File: src/rtl/hamx_pkg.sv
package hamx_pkg;

    localparam int MSG_W = 4;
    localparam int CW_W  = 8;

    typedef struct packed {
        logic m1;
        logic m2;
        logic m3;
        logic m4;
    } hamx_msg_t;

    typedef struct packed {
        logic      c1;
        logic      c2;
        logic      c3;
        hamx_msg_t msg;
        logic      pall;
    } hamx_cw_t;

    function automatic hamx_cw_t hamx_encode(input hamx_msg_t m);
        hamx_cw_t w;
        w.c1   = m.m1 ^ m.m3 ^ m.m4;
        w.c2   = m.m1 ^ m.m2 ^ m.m3;
        w.c3   = m.m2 ^ m.m3 ^ m.m4;
        w.msg  = m;
        w.pall = w.c1 ^ w.c2 ^ w.c3 ^ m.m1 ^ m.m2 ^ m.m3 ^ m.m4;
        return w;
    endfunction

endpackage

File: src/rtl/hamx_nibble_enc.sv
module hamx_nibble_enc
    import hamx_pkg::*;
(
    input  hamx_msg_t msg,
    output hamx_cw_t  cw
);

    always_comb begin
        cw = hamx_encode(msg);
    end

endmodule

File: src/rtl/hamx_out_stage.sv
module hamx_out_stage #(
    parameter int WIDTH = 64
) (
    input  logic             clk,
    input  logic             rst,
    input  logic             in_valid,
    output logic             in_ready,
    input  logic [WIDTH-1:0] d,
    output logic             out_valid,
    input  logic             out_ready,
    output logic [WIDTH-1:0] q
);

    logic take;

    // Refill is allowed when empty or when the held word leaves this cycle.
    assign in_ready = !rst && (!out_valid || out_ready);
    assign take     = in_valid && in_ready;

    always_ff @(posedge clk) begin
        if (rst) begin
            out_valid <= 1'b0;
        end else if (take) begin
            out_valid <= 1'b1;
        end else if (out_ready) begin
            out_valid <= 1'b0;
        end
    end

    always_ff @(posedge clk) begin
        if (take) begin
            q <= d;
        end
    end

endmodule

File: src/rtl/hamx_enc32.sv
module hamx_enc32
    import hamx_pkg::*;
#(
    parameter int NIBBLES = 8,
    localparam int IN_W   = NIBBLES * MSG_W,
    localparam int OUT_W  = NIBBLES * CW_W
) (
    input  logic             clk,
    input  logic             rst,
    input  logic             in_valid,
    output logic             in_ready,
    input  logic [IN_W-1:0]  in_data,
    output logic             out_valid,
    input  logic             out_ready,
    output logic [OUT_W-1:0] out_data
);

    logic [OUT_W-1:0] coded;

    for (genvar k = 0; k < NIBBLES; k++) begin : g_grp
        hamx_msg_t m;
        hamx_cw_t  c;
        assign m = hamx_msg_t'(in_data[k*MSG_W +: MSG_W]);
        hamx_nibble_enc u_enc (
            .msg (m),
            .cw  (c)
        );
        assign coded[k*CW_W +: CW_W] = c;
    end

    hamx_out_stage #(
        .WIDTH (OUT_W)
    ) u_stage (
        .clk       (clk),
        .rst       (rst),
        .in_valid  (in_valid),
        .in_ready  (in_ready),
        .d         (coded),
        .out_valid (out_valid),
        .out_ready (out_ready),
        .q         (out_data)
    );

endmodule

File: config.mk
export PLATFORM = sky130hd
export DESIGN_NAME = hamx_enc32
export DESIGN_NICKNAME = d
export VERILOG_FILES = /design/src/rtl/hamx_pkg.sv /design/src/rtl/hamx_nibble_enc.sv /design/src/rtl/hamx_out_stage.sv /design/src/rtl/hamx_enc32.sv
export SDC_FILE = /design/constraint.sdc
export NUM_CORES = 1
export LEC_CHECK = 0
export BUFFER_PORTS_ARGS = -buffer_cell sky130_fd_sc_hd__buf_2
export CAP_MARGIN = 20
export CORE_MARGIN = 4
export CORE_UTILIZATION = 35
export DETAILED_ROUTE_END_ITERATION = 16
export GPL_TIMING_DRIVEN = 0
export PLACE_DENSITY = 0.67
export SYNTH_ARGS = -nofsm -noshare
export SYNTH_HDL_FRONTEND = slang
export SYNTH_SLANG_ARGS = --single-unit
File: constraint.sdc
create_clock -name clk -period 6.83 [get_ports clk]
set_input_delay 0.3415 -clock clk [delete_from_list [all_inputs] [get_ports clk]]
set_output_delay 0.3415 -clock clk [all_outputs]
set_load 0.05 [all_outputs]
==> run metrics <==
max-slew violation count=0; Worst-Skew Late Latency=0.33 ns; CTS sink count=65; clock period minus worst slack=1.87 ns; die height=90.6 microns; all-layer global routing usage=0.116; synthesized area=0.00239 sq mm; worst r2r src=u_stage.out_valid; die area=0.00821 sq mm; DRC Markers=0; dpl hpwl=3590 microns; Die X=90.6 microns; worst path cell trace=nor2b_1 -> nor3b_2 -> buf_6 -> buf_6 -> buf_6; CP Launch Type=flip-flop; sequential area share after synthesis=0.813; Final #Nets=270; router iterations before antenna repair=4; crit-path max FO=14; arrival time worst endpoint=1.91 ns; distinct cell type count after synthesis=7; Tightest Pin Transition=0.553 ns; Setup crit end kind=flip-flop; GRT Residual Overflow=0; H-tree levels=3; Setup CP Type=reg -> reg; Synth area leader=edfxtp_1; min-delay src=in_data[17]; clock-pin slew on the worst setup and hold paths=0.08 ns; syn_nets=153; status=complete, no violations; routed wire length per instance=14.5 microns; most common cell in the netlist=edfxtp_1; Syn Inst Count=117; period utilisation layout=0.274; vias in the first global route=1,456; final instance area=0.00327 sq mm; Initial DRC Count=24; Static Leak=0.00125 uW; Ports=102; Via Count=1,358; # fillers=550; number of buffers and inverters on the critical path=3; Async SR Flop Fraction=0; slowest CP cell=nor3b_2; initial antenna violation count=2; Top cell by count, worst path=buf_6; Final setup viols=0; Worst Path Required=6.86 ns; Final Hold Vio Count=0; largest net degree at the start of global routing=15; Setup Skew=0.00481 ns; initial core utilization=0.368; worst hold slack=0.238 ns; global placer's final weighted congestion=0.729; synth warn=0; Power Density=302 mW/mm^2; first-pass GRT wire length=7260 microns; Core Footprint=0.00649 sq mm; Synth top cells by count=64 x edfxtp_1, 48 x xnor2_1; row count=29; RSZ-0062 raised after global routing=false; Post-synth EDFFs=64; Resized Gates After CTS=0; Layout area overhead=36.9%; Avg Synthesized Cell Area=20.4 sq um; setup bufs post-CTS=0; post-synth top area share=0.804; delay-heaviest family, CP=simple AND/OR/NAND/NOR gates; synthesized flop and latch total=65; CTS buffer count=9; layout cells sized above 1=0.519; max-cap viol count=0; CP peak stage delay=0.48 ns; final wirelength=4570 microns; CTS tree=done; register area=0.00194 sq mm; Worst Setup SP=u_stage.out_valid; Synth area leaders=edfxtp_1 80%, xnor2_1 18%, dfxtp_1 0.84%; clock buffer depth=2; worst min-delay path class=in -> reg; # hold bufs at CTS=0; dpl cell area=0.00305 sq mm; Avg Vias per Cell=4.30; input/output buffers=101; fmax=533 MHz; max_slew headroom=0.630; ant diodes=0; antenna-violating nets left=0; clk root buf=clkbuf_8; ys flop type=edfxtp_1; Max IR drop VDD=0.000112 V; area of the multi-input gates=453 sq um
[power breakdown]
| group | leakage (uW) | switching [uW] | internal (uW) |
|---|---|---|---|
| Sequential | 0.000605 | 4.56 | 469 |
| Combinational | 0.000539 | 115 | 48.3 |
| Clock | 0.000106 | 147 | 205 |
| Total | 0.00125 | 266 | 722 |
[final timing paths]
check	to	depth (start not counted)	slack [ns]
setup / recovery	u_stage.q[38]	5	4.96
hold / removal	u_stage.q[34]	1	0.24
hold reg to reg	u_stage.out_valid	2	0.69
setup reg to reg	u_stage.q[38]	5	4.96
[routing by layer]
layer,track usage,part of all wire
met5,0,0.0074
met4,0.0383,0.010
met3,0.0692,0.10
met2,0.191,0.50
met1,0.123,0.38
[sequential cells by signal, summed over array words and instances, names as in the netlist]
signal	count
u_stage.out_valid	1
u_stage.q	64
[cell usage in the layout, fill, tap and decap left out]
master	count
clkinvlp_4	2
bufinv_16	2
buf_6	5
buf_2	101
clkinv_2	2
nor2_1	1
dfxtp_1	1
o21ba_2	1
nor3b_2	1
clkbuf_8	9
nor2b_1	1
edfxtp_1	64
inv_6	1
xnor2_1	48
[area by class of cell]
type / count / area share
sequential: 65 / 0.594
timing repair buffer: 106 / 0.172
multi-input combinational: 52 / 0.138
clock buffer: 9 / 0.0379
tap: 77 / 0.0295
clock inverter: 7 / 0.0287
[kinds of logic after synthesis]
family	Yosys count	synth area share
DFF	65	0.813
xor gates and xnor gates	48	0.176
and+or+nand+nor	3	0.00733
AOI/OAI and AO/OA	1	0.00419
[per-stage QoR]
| step | setup slack [ns] | cells | power [uW] | util | TNS, ns |
|---|---|---|---|---|---|
| floorplan | 0.887 | 117 | 602 | - | 0 |
| global placement | -0.569 | 295 | 645 | 0.461 | -36.24 |
| detailed placement | 4.88 | 300 | 648 | 0.470 | 0 |
| CTS | 4.91 | 316 | 1000 | 0.504 | 0 |
| global route | 4.83 | 316 | 1030 | 0.504 | 0 |
| finish | 4.96 | 316 | 988 | 0.504 | 0 |
No activity file was read; power rests on OpenSTA's default activity.
